<file path="src/rtl/swcfg_pkg.sv">
package swcfg_pkg;
   localparam int unsigned SW_GRP_W     = 8;
   localparam int unsigned ADR_HARD_RST = 'h00;
   localparam int unsigned ADR_SEQ_CTL  = 'h01;
   localparam int unsigned ADR_CLK_EN   = 'h02;
   localparam int unsigned ADR_CLK_WORD = 'h04;
   localparam int unsigned ADR_SW_BASE  = 'h10;

   typedef enum logic {
      SRC_RAW = 1'b0,
      SRC_EFF = 1'b1
   } sw_src_e;
endpackage

</file>
<file path="src/rtl/swcfg_sync.sv">
module swcfg_sync #(
   parameter int unsigned W      = 64,
   parameter int unsigned STAGES = 2
) (
   input  logic         clk,
   input  logic         rst_n,
   input  logic [W-1:0] d,
   output logic [W-1:0] q
);
   generate
      if (STAGES == 1) begin : g_single
         always_ff @(posedge clk or negedge rst_n) begin
            if (!rst_n) q <= '0;
            else        q <= d;
         end
      end else begin : g_chain
         logic [STAGES-1:0][W-1:0] chain_q;
         always_ff @(posedge clk or negedge rst_n) begin
            if (!rst_n) chain_q <= '0;
            else        chain_q <= {chain_q[STAGES-2:0], d};
         end
         assign q = chain_q[STAGES-1];
      end
   endgenerate
endmodule

</file>
<file path="src/rtl/swcfg_regs.sv">
module swcfg_regs
   import swcfg_pkg::*;
#(
   parameter int unsigned NUM_GROUPS = 8,
   parameter int unsigned ADDR_W     = 8,
   parameter int unsigned CLK_WORD_W = 24
) (
   input  logic                             clk,
   input  logic                             rst_n,
   input  logic                             we,
   input  logic [ADDR_W-1:0]                addr,
   input  logic [SW_GRP_W-1:0]              wdata,
   input  logic [NUM_GROUPS*SW_GRP_W-1:0]   sync_sw,
   output logic [SW_GRP_W-1:0]              rdata,
   output logic [NUM_GROUPS*SW_GRP_W-1:0]   eff_sw,
   output logic                             hard_fire,
   output logic                             seq_fire,
   output logic                             clk_en,
   output logic [CLK_WORD_W-1:0]            clk_word
);
   localparam int unsigned CLK_BYTES = CLK_WORD_W / SW_GRP_W;

   logic [NUM_GROUPS-1:0][SW_GRP_W-1:0] grp_rd;
   logic [CLK_BYTES-1:0][SW_GRP_W-1:0]  clk_rd;
   logic seq_q, clken_q;
   logic hit_hard, hit_seq, hit_cen;

   assign hit_hard = (addr == ADDR_W'(ADR_HARD_RST));
   assign hit_seq  = (addr == ADDR_W'(ADR_SEQ_CTL));
   assign hit_cen  = (addr == ADDR_W'(ADR_CLK_EN));

   assign hard_fire = we && hit_hard;
   assign seq_fire  = we && hit_seq && wdata[0] && !seq_q;

   always_ff @(posedge clk or negedge rst_n) begin
      if (!rst_n) begin
         seq_q   <= 1'b0;
         clken_q <= 1'b0;
      end else if (we) begin
         if (hit_seq) seq_q   <= wdata[0];
         if (hit_cen) clken_q <= wdata[0];
      end
   end
   assign clk_en = clken_q;

   generate
      for (genvar g = 0; g < NUM_GROUPS; g++) begin : g_grp
         logic [SW_GRP_W-1:0] shadow_q, mask_q;
         logic hit_sh, hit_mk;
         assign hit_sh = (addr == ADDR_W'(ADR_SW_BASE + 2*g));
         assign hit_mk = (addr == ADDR_W'(ADR_SW_BASE + 2*g + 1));
         always_ff @(posedge clk or negedge rst_n) begin
            if (!rst_n) begin
               shadow_q <= '0;
               mask_q   <= '0;
            end else if (we) begin
               if (hit_sh) shadow_q <= wdata;
               if (hit_mk) mask_q   <= wdata;
            end
         end
         assign eff_sw[g*SW_GRP_W +: SW_GRP_W] =
            (mask_q & shadow_q) | (~mask_q & sync_sw[g*SW_GRP_W +: SW_GRP_W]);
         assign grp_rd[g] = hit_sh ? shadow_q : (hit_mk ? mask_q : '0);
      end

      for (genvar c = 0; c < CLK_BYTES; c++) begin : g_clk
         logic [SW_GRP_W-1:0] byte_q;
         logic hit_b;
         assign hit_b = (addr == ADDR_W'(ADR_CLK_WORD + c));
         always_ff @(posedge clk or negedge rst_n) begin
            if (!rst_n)          byte_q <= '0;
            else if (we && hit_b) byte_q <= wdata;
         end
         assign clk_word[CLK_WORD_W-1-c*SW_GRP_W -: SW_GRP_W] = byte_q;
         assign clk_rd[c] = hit_b ? byte_q : '0;
      end
   endgenerate

   always_comb begin
      rdata = '0;
      for (int g = 0; g < NUM_GROUPS; g++) rdata |= grp_rd[g];
      for (int c = 0; c < CLK_BYTES; c++)  rdata |= clk_rd[c];
      if (hit_seq) rdata = {{(SW_GRP_W-1){1'b0}}, seq_q};
      if (hit_cen) rdata = {{(SW_GRP_W-1){1'b0}}, clken_q};
   end
endmodule

</file>
<file path="src/rtl/swcfg_rstseq.sv">
module swcfg_rstseq
   import swcfg_pkg::*;
#(
   parameter int unsigned W        = 64,
   parameter int unsigned RST_HOLD = 16
) (
   input  logic         clk,
   input  logic         rst_n,
   input  logic         hard_fire,
   input  logic         seq_fire,
   input  logic [W-1:0] raw_sw,
   input  logic [W-1:0] eff_sw,
   output logic         board_rst,
   output logic [W-1:0] cfg_sw
);
   localparam int unsigned CNT_W = (RST_HOLD > 1) ? $clog2(RST_HOLD) : 1;

   logic [CNT_W-1:0] cnt_q;
   sw_src_e          src;

   assign src = hard_fire ? SRC_RAW : SRC_EFF;

   always_ff @(posedge clk or negedge rst_n) begin
      if (!rst_n) begin
         board_rst <= 1'b0;
         cnt_q     <= '0;
         cfg_sw    <= '0;
      end else if (board_rst) begin
         if (cnt_q == '0) board_rst <= 1'b0;
         else             cnt_q     <= cnt_q - 1'b1;
      end else if (hard_fire || seq_fire) begin
         board_rst <= 1'b1;
         cnt_q     <= CNT_W'(RST_HOLD - 1);
         cfg_sw    <= (src == SRC_RAW) ? raw_sw : eff_sw;
      end
   end
endmodule

</file>
<file path="src/rtl/swcfg_ctrl.sv">
module swcfg_ctrl
   import swcfg_pkg::*;
#(
   parameter int unsigned NUM_GROUPS  = 8,
   parameter int unsigned ADDR_W      = 8,
   parameter int unsigned CLK_WORD_W  = 24,
   parameter int unsigned SYNC_STAGES = 2,
   parameter int unsigned RST_HOLD    = 16
) (
   input  logic                           clk,
   input  logic                           rst_n,
   input  logic                           bus_we,
   input  logic [ADDR_W-1:0]              bus_addr,
   input  logic [SW_GRP_W-1:0]            bus_wdata,
   output logic [SW_GRP_W-1:0]            bus_rdata,
   input  logic [NUM_GROUPS*SW_GRP_W-1:0] phys_sw,
   output logic [NUM_GROUPS*SW_GRP_W-1:0] cfg_sw,
   output logic                           board_rst,
   output logic                           clk_cfg_en,
   output logic [CLK_WORD_W-1:0]          clk_word_out
);
   localparam int unsigned SW_W     = NUM_GROUPS * SW_GRP_W;
   localparam int unsigned TOP_ADDR = ADR_SW_BASE + 2*NUM_GROUPS - 1;

   generate
      if (TOP_ADDR >= (1 << ADDR_W)) begin : g_bad_addr
         $error("swcfg_ctrl: ADDR_W too narrow for NUM_GROUPS");
      end
      if ((CLK_WORD_W % SW_GRP_W) != 0 ||
          CLK_WORD_W / SW_GRP_W > ADR_SW_BASE - ADR_CLK_WORD) begin : g_bad_clk
         $error("swcfg_ctrl: CLK_WORD_W must be whole bytes that fit the map");
      end
      if (RST_HOLD < 1 || SYNC_STAGES < 1) begin : g_bad_hold
         $error("swcfg_ctrl: RST_HOLD and SYNC_STAGES must be at least 1");
      end
   endgenerate

   logic [SW_W-1:0]       sync_sw, eff_sw;
   logic                  hard_fire, seq_fire, clk_en;
   logic [CLK_WORD_W-1:0] clk_word;

   swcfg_sync #(.W(SW_W), .STAGES(SYNC_STAGES)) u_sync (
      .clk(clk), .rst_n(rst_n), .d(phys_sw), .q(sync_sw)
   );

   swcfg_regs #(.NUM_GROUPS(NUM_GROUPS), .ADDR_W(ADDR_W), .CLK_WORD_W(CLK_WORD_W)) u_regs (
      .clk(clk), .rst_n(rst_n), .we(bus_we), .addr(bus_addr), .wdata(bus_wdata),
      .sync_sw(sync_sw), .rdata(bus_rdata), .eff_sw(eff_sw),
      .hard_fire(hard_fire), .seq_fire(seq_fire), .clk_en(clk_en), .clk_word(clk_word)
   );

   swcfg_rstseq #(.W(SW_W), .RST_HOLD(RST_HOLD)) u_seq (
      .clk(clk), .rst_n(rst_n), .hard_fire(hard_fire), .seq_fire(seq_fire),
      .raw_sw(sync_sw), .eff_sw(eff_sw), .board_rst(board_rst), .cfg_sw(cfg_sw)
   );

   assign clk_cfg_en   = clk_en;
   assign clk_word_out = clk_en ? clk_word : '0;
endmodule

</file>
<file path="config.mk">
export PLATFORM = sky130hd
export DESIGN_NAME = swcfg_ctrl
export DESIGN_NICKNAME = d
export VERILOG_FILES = /design/src/rtl/swcfg_pkg.sv /design/src/rtl/swcfg_sync.sv /design/src/rtl/swcfg_regs.sv /design/src/rtl/swcfg_rstseq.sv /design/src/rtl/swcfg_ctrl.sv
export SDC_FILE = /design/constraint.sdc
export NUM_CORES = 1
export LEC_CHECK = 0
export CORE_MARGIN = 2
export CORE_UTILIZATION = 45
export DETAILED_ROUTE_END_ITERATION = 12
export GPL_ROUTABILITY_DRIVEN = 0
export GPL_TIMING_DRIVEN = 0
export PLACE_DENSITY = 0.67
export RECOVER_POWER = 25
export SLEW_MARGIN = 20
export SYNTH_ARGS = -nofsm -noshare
export SYNTH_HDL_FRONTEND = slang
export SYNTH_SLANG_ARGS = --single-unit
</file>
<file path="constraint.sdc">
create_clock -name clk -period 2.8 [get_ports clk]
set_input_delay 0.42 -clock clk [delete_from_list [all_inputs] [get_ports clk]]
set_output_delay 0.42 -clock clk [all_outputs]
set_load 0.05 [all_outputs]
</file>
==> metrics.txt, run 1 <==
Internal Power 9133 uW; Post-DP HPWL 30370 um; WL/cell 23.31 um; antenna-violating nets left 0; first drt pass iteration count 7; die width 182.9 um; final setup fails 1; critical-path maximum fanout 10; vias per cell 5.853; Main synth FF type dfrtp_1; row count 65; All-Layer GR Usage 25.64%; Net Sw Frac 24.54%; clk sinks 351; highest clock rate 0.3501 GHz; top cells by area, synth dfrtp_1 (61%), mux2_2 (12%), nand2_1 (4.0%); initial antenna violation count 1; sw power 2970 uW; fraction of the yosys area taken by sequential cells 60.97%; largest area contributor in the netlist dfrtp_1; delay of the slowest cell on the worst path 0.43 ns; worst slack, placed -1.014 ns; Syn Nets 1250; met3 usage 6.454%; count leader, synth dfrtp_1; max-slew violation count 80; endpoints failing hold 0; Core Area 0.03156 sq mm; fin crit share 102.0%; Routed WL 42150 um; top post-synthesis cells by count dfrtp_1 (351), mux2_2 (152), nand2_1 (152), nand3_1 (82), nor2_1 (72); via count 10580; met2 Use GR 37.28%; status finished, violations left; number of global-route vias before repair 10630; crit-path cells dlygate4sd2_1 -> clkbuf_8 -> buf_8 -> buf_4 -> mux2i_1 -> o21ai_0 -> a22oi_1 -> o211ai_1 -> buf_4; Max IR drop VDD 0.0005130 V; Startpoint Class input port; Finished Layout Cells 1808; Inst Count DP 1739; CTS buffer count 36; clock skew 0.02174 ns; Top Usage Layer GRT met1; first-pass GRT wire length 64590 um; cell mode on critical path buf_4; ys async rst share 100.0%; clock network power share 43.8%; Root Driver clkbuf_16; CP max-delay cell o21ai_0; met1 GRT Util 37.36%; MaxCap Viol Count 1; Clock transition at path regs 0.06 ns; largest net degree at the start of global routing 99; clock tree buffer depth 3; Worst EP arrival 2.44 ns; count of flip-flops with a built-in enable after synthesis 0; residual DRC count 0; CP Capture Type output port; nets@finish 1464; synth unique cells 62; Flop pwr share 46.1%; Data required, critical path 2.38 ns; Die Span Y 182.9 um; failing checks max-capacitance violations, max-slew violations, negative setup slack; WS Path Type input port to output port; Worst Hold Class flop to flop; minimum clock period 2.856 ns; share of cells above drive strength 1 23.35%; worst-margin pin slew 2.148 ns; Avg Cell Area, Syn 12.36 sq um; post-layout util 57.69%; top-area cell type share of the netlist area 60.97%; CTS tree built; Remaining Overflow, GRT 0; Layout area overhead 26.38%; setup_tns -0.05645 ns; Ports 181; I/O Buffers 169; synthesized netlist cell count 1165; H-Tree Depth 2; Leak 0.008474 uW; Synth Warn # 0; initial core utilization 45.65%; initial drt markers 1044; Logic pwr share 10.1%; Power Total 12100 uW; Seq cells post-synth 351; Die Area 0.03346 sq mm; final setup margin -0.05645 ns; Cell Pwr Density 664.8 mW/mm^2; clock latency on the worst-skew pair 0.53 ns; relative slew slack -43.21%; mapped cell area 0.01441 sq mm
==> cell families after synthesis <==
| logic type | Yosys count | synth area share [%] |
|---|---|---|
| adder cells (fa/ha/maj) | 2 | 0.1737 |
| multiplexers | 193 | 15.59 |
| AND/OR/NAND/NOR | 388 | 12.84 |
| buffers and inverters | 84 | 3.483 |
| XOR/XNOR | 3 | 0.1824 |
| AO/OA/AOI/OAI | 144 | 6.758 |
| flip-flops | 351 | 60.97 |
==> per-stage QoR <==
stage / cell area [sq um] / hold WS (ns)
3_5_place_dp: 16690 / 0.3347
4_1_cts: 18130 / 0.3098
2_1_floorplan: 14410 / 0.1244
5_1_grt: 18200 / 0.3488
3_3_place_gp: 16600 / 0.3335
6_report: 18210 / 0.3424
==> power by group through the flow <==
stage / sequential, uW / combinational [uW] / clock, uW
detailed placement: 5660 / 1210 / 0
floorplan: 5830 / 426 / 0
CTS: 5570 / 1230 / 5380
finish: 5580 / 1220 / 5300
global route: 5600 / 1310 / 5600
global placement: 5670 / 1170 / 0
==> final timing paths <==
kind / from / end / slack (ns) / cells after the start
min in group asynchronous: rst_n / u_sync.g_chain.chain_q[7] / 1.06 / 2
min reg2reg: u_sync.g_chain.chain_q[8] / u_sync.q[8] / 0.34 / 0
min: u_sync.g_chain.chain_q[8] / u_sync.q[8] / 0.34 / 0
max: bus_addr[2] / bus_rdata[2] / -0.06 / 9
max reg2reg: u_regs.seq_q / u_seq.cfg_sw[35] / 0.50 / 6
max in group asynchronous: rst_n / u_seq.cfg_sw[47] / 0.43 / 3
==> final cells by class <==
cell class	count	area (sq um)
fillers	2603	13350
flip-flops and latches	351	8783
multi-input cells	730	5239
repair buffers	176	1780
clock buffers	49	1062
plain buffers	78	544.3
well taps	402	503.0
clock inverters	15	267.8
inverters	6	22.52
diodes	1	2.502
==> cells in the final DEF, fill, tap and decap left out, drive strengths merged, types with 7 or more instances in the layout <==
cell type and count:
dfrtp 351, mux2 160, nand2 152, nand3 88, clkdlybuf4s50 80, clkbuf 78
nor2 74, dlygate4sd3 65, a31oi 61, buf 51, and2 28, mux2i 26
o21ai 16, dlygate4sd2 14, a21oi 13, nor3 10, a22oi 9, and3 8
mux4 7, bufinv 7, nand4 7, clkinv 7
==> flip-flops by register name, indices dropped and copies added (netlist names), 4 cells and up <==
name	count
u_sync.g_chain.chain_q	64
u_sync.q	64
u_regs.g_clk.byte_q	24
u_seq.cfg_sw	64
u_regs.g_grp.mask_q	64
u_seq.cnt_q	4
u_regs.g_grp.shadow_q	64
==> metal layers <==
| metal | routed length, um | vias to the layer above |
|---|---|---|
| met3 | 4049 | 126 |
| met1 | 18480 | 5325 |
| met4 | 1737 | 0 |
| li1 | - | 4568 |
| met2 | 17880 | 563 |
| met5 | 0 | - |
==> critical path: cells and delay by family <==
kind,cells,cell delay [ns]
buffers and inverters,5,1.13
AO/OA/AOI/OAI,3,0.80
multiplexers,1,0.09
==> repair_timing <==
action                                 in CTS  in global routing
resized for setup                          96                 24
setup endpoints to repair                  17                  9
cloned                                      1                  0
setup buffers                               2                  0
hold buffers                                1                  0
pin swaps                                   6                  3
endpoints found under the hold margin      79                  0
(Power assumes the default switching activity.)
==> run 2, diff against run 1 <==
--- a/config.mk
+++ b/config.mk
@@ -10,8 +10,9 @@
 export DETAILED_ROUTE_END_ITERATION = 12
 export GPL_ROUTABILITY_DRIVEN = 0
 export GPL_TIMING_DRIVEN = 0
-export PLACE_DENSITY = 0.67
+export PLACE_DENSITY = 0.65
 export RECOVER_POWER = 25
+export SKIP_CTS_REPAIR_TIMING = 1
 export SLEW_MARGIN = 20
 export SYNTH_ARGS = -nofsm -noshare
 export SYNTH_HDL_FRONTEND = slang
==> constraint.sdc (replaced) <==
create_clock -name clk -period 3 [get_ports clk]
set_input_delay 0.45 -clock clk [delete_from_list [all_inputs] [get_ports clk]]
set_output_delay 0.45 -clock clk [all_outputs]
set_load 0.05 [all_outputs]
==> metrics.txt, run 2 (synthesized netlist as in run 1, its figures left out) <==
design area 0.01810 sq mm; delay of the slowest cell on the worst path 0.40 ns; I/O Buffers 169; die width 182.9 um; Routed WL 42220 um; Core Area 0.03156 sq mm; relative slew slack 17.83%; endpoints failing hold 0; row count 65; initial antenna violation count 2; CTS buffer count 37; Die Span Y 182.9 um; Worst Hold Class flop to flop; WS Path Type input port to output port; DP Area 0.01671 sq mm; antenna-violating nets left 0; CP max-delay cell mux2i_1; Leak 0.008358 uW; clk sinks 351; Cell Pwr Density 604.6 mW/mm^2; critical-path maximum fanout 10; cell mode on critical path clkbuf_4; Net Sw Frac 25.27%; Hold WS 0.3404 ns; initial drt markers 1138; Flop pwr share 47.5%; first drt pass iteration count 8; initial core utilization 45.65%; CP bufs+invs 4; CP top delay family buffers and inverters; clock latency on the worst-skew pair 0.53 ns; final setup fails 0; via count 10490; Logic pwr share 10.4%; Root Driver clkbuf_16; All-Layer GR Usage 25.90%; MaxCap Viol Count 0; Clock transition at path regs 0.06 ns; WL/cell 23.35 um; fin crit share 99.83%; sw power 2765 uW; number of global-route vias before repair 10550; clock tree buffer depth 3; share of cells above drive strength 1 22.93%; vias per cell 5.801; Layout area overhead 25.65%; Startpoint Class input port; worst-margin pin slew 1.233 ns; Die Area 0.03346 sq mm; minimum clock period 2.995 ns; CP Capture Type output port; nets@finish 1463; clock skew 0.01771 ns; clock network power share 42.0%; most common cell after layout, fill and taps aside dfrtp_1; status complete, no violations; CTS tree built; Internal Power 8178 uW; Remaining Overflow, GRT 0; RSZ-0062 raised after global routing false; residual DRC count 0; commonest non-fill, non-tap cells in the layout dfrtp_1 (351), nand2_1 (152), mux2_2 (152); first-pass GRT wire length 65190 um; H-Tree Depth 2; crit-path cells buf_2 -> clkbuf_4 -> clkbuf_4 -> mux2i_1 -> o31ai_1 -> a311oi_1 -> o211ai_1 -> buf_4; Data required, critical path 2.55 ns; Max IR drop VDD 0.0004742 V; Ports 181; largest net degree at the start of global routing 91; Post-DP HPWL 30570 um; max-slew violation count 0; highest clock rate 0.3339 GHz; Worst EP arrival 2.55 ns
==> run 2: cell count changes in the layout (fill, tap and decap cells not counted), moves of 3 or more <==
| cell | previous run | this run |
|---|---|---|
| buf_2 | 24 | 27 |
| buf_6 | 11 | 8 |
| bufinv_16 | 7 | 2 |
| clkbuf_4 | 7 | 3 |
| clkdlybuf4s50_1 | 80 | 92 |
| dlygate4sd2_1 | 14 | 0 |
==> run 2: power groups by stage <==
stage                     clock, uW  sequential (uW)  combinational [uW]
final                          4600             5200                1140
after floorplan                   0             5440                 397
after global placement            0             5290                1100
after global routing           4880             5230                1220
after detailed placement          0             5280                1140
after CTS                      4670             5200                1140
==> run 2: cell type report <==
cell class | instances | area [sq um]
repair buffers | 176 | 1821
flip-flops and latches | 351 | 8783
multi-input cells | 730 | 5218
well taps | 402 | 503.0
diodes | 2 | 5.005
clock buffers | 52 | 1105
inverters | 6 | 22.52
clock inverters | 13 | 127.6
plain buffers | 76 | 515.5
fillers | 2609 | 13460
==> run 2: worst paths after layout <==
check	from	end	slack, ns	cells after the start
worst max-delay path	bus_addr[0]	bus_rdata[2]	0.005	8
worst min-delay path	u_sync.g_chain.chain_q[9]	u_sync.q[9]	0.34	0
worst max register to register	u_regs.seq_q	u_seq.cfg_sw[36]	0.69	6
worst min register to register	u_sync.g_chain.chain_q[9]	u_sync.q[9]	0.34	0
max in group asynchronous	rst_n	u_sync.q[45]	0.85	4
min in group asynchronous	rst_n	u_seq.cfg_sw[4]	0.72	2
==> run 2: per-stage QoR <==
step	instances	util, %	worst slack (ns)	total power, uW	setup TNS (ns)
floorplan	1165	-	0.03447	5842	0
global placement	1736	52.61	-13.51	6385	-4733.88
detailed placement	1740	52.97	-0.9350	6417	-8.508
CTS	1805	56.88	-0.9560	11010	-6.539
global route	1807	57.35	0.01760	11330	0
finish	1808	57.36	0.004992	10940	0
==> run 2: routing by layer <==
layer	up-vias	wire length (um)	share of wire, %	global-route usage [%]
met3	117	3944	9.3	6.176
met2	527	18200	43	37.41
met5	-	0	0	0
li1	4566	-	-	-
met4	0	1805	4.3	10.40
met1	5278	18280	43	37.86
==> run 3, diff against run 2 <==
--- a/config.mk
+++ b/config.mk
@@ -5,6 +5,7 @@
 export SDC_FILE = /design/constraint.sdc
 export NUM_CORES = 1
 export LEC_CHECK = 0
+export CAP_MARGIN = 5
 export CORE_MARGIN = 2
 export CORE_UTILIZATION = 45
 export DETAILED_ROUTE_END_ITERATION = 12
==> results of run 3 <==
The final DEF is identical to that of run 2; final timing and power are the same.
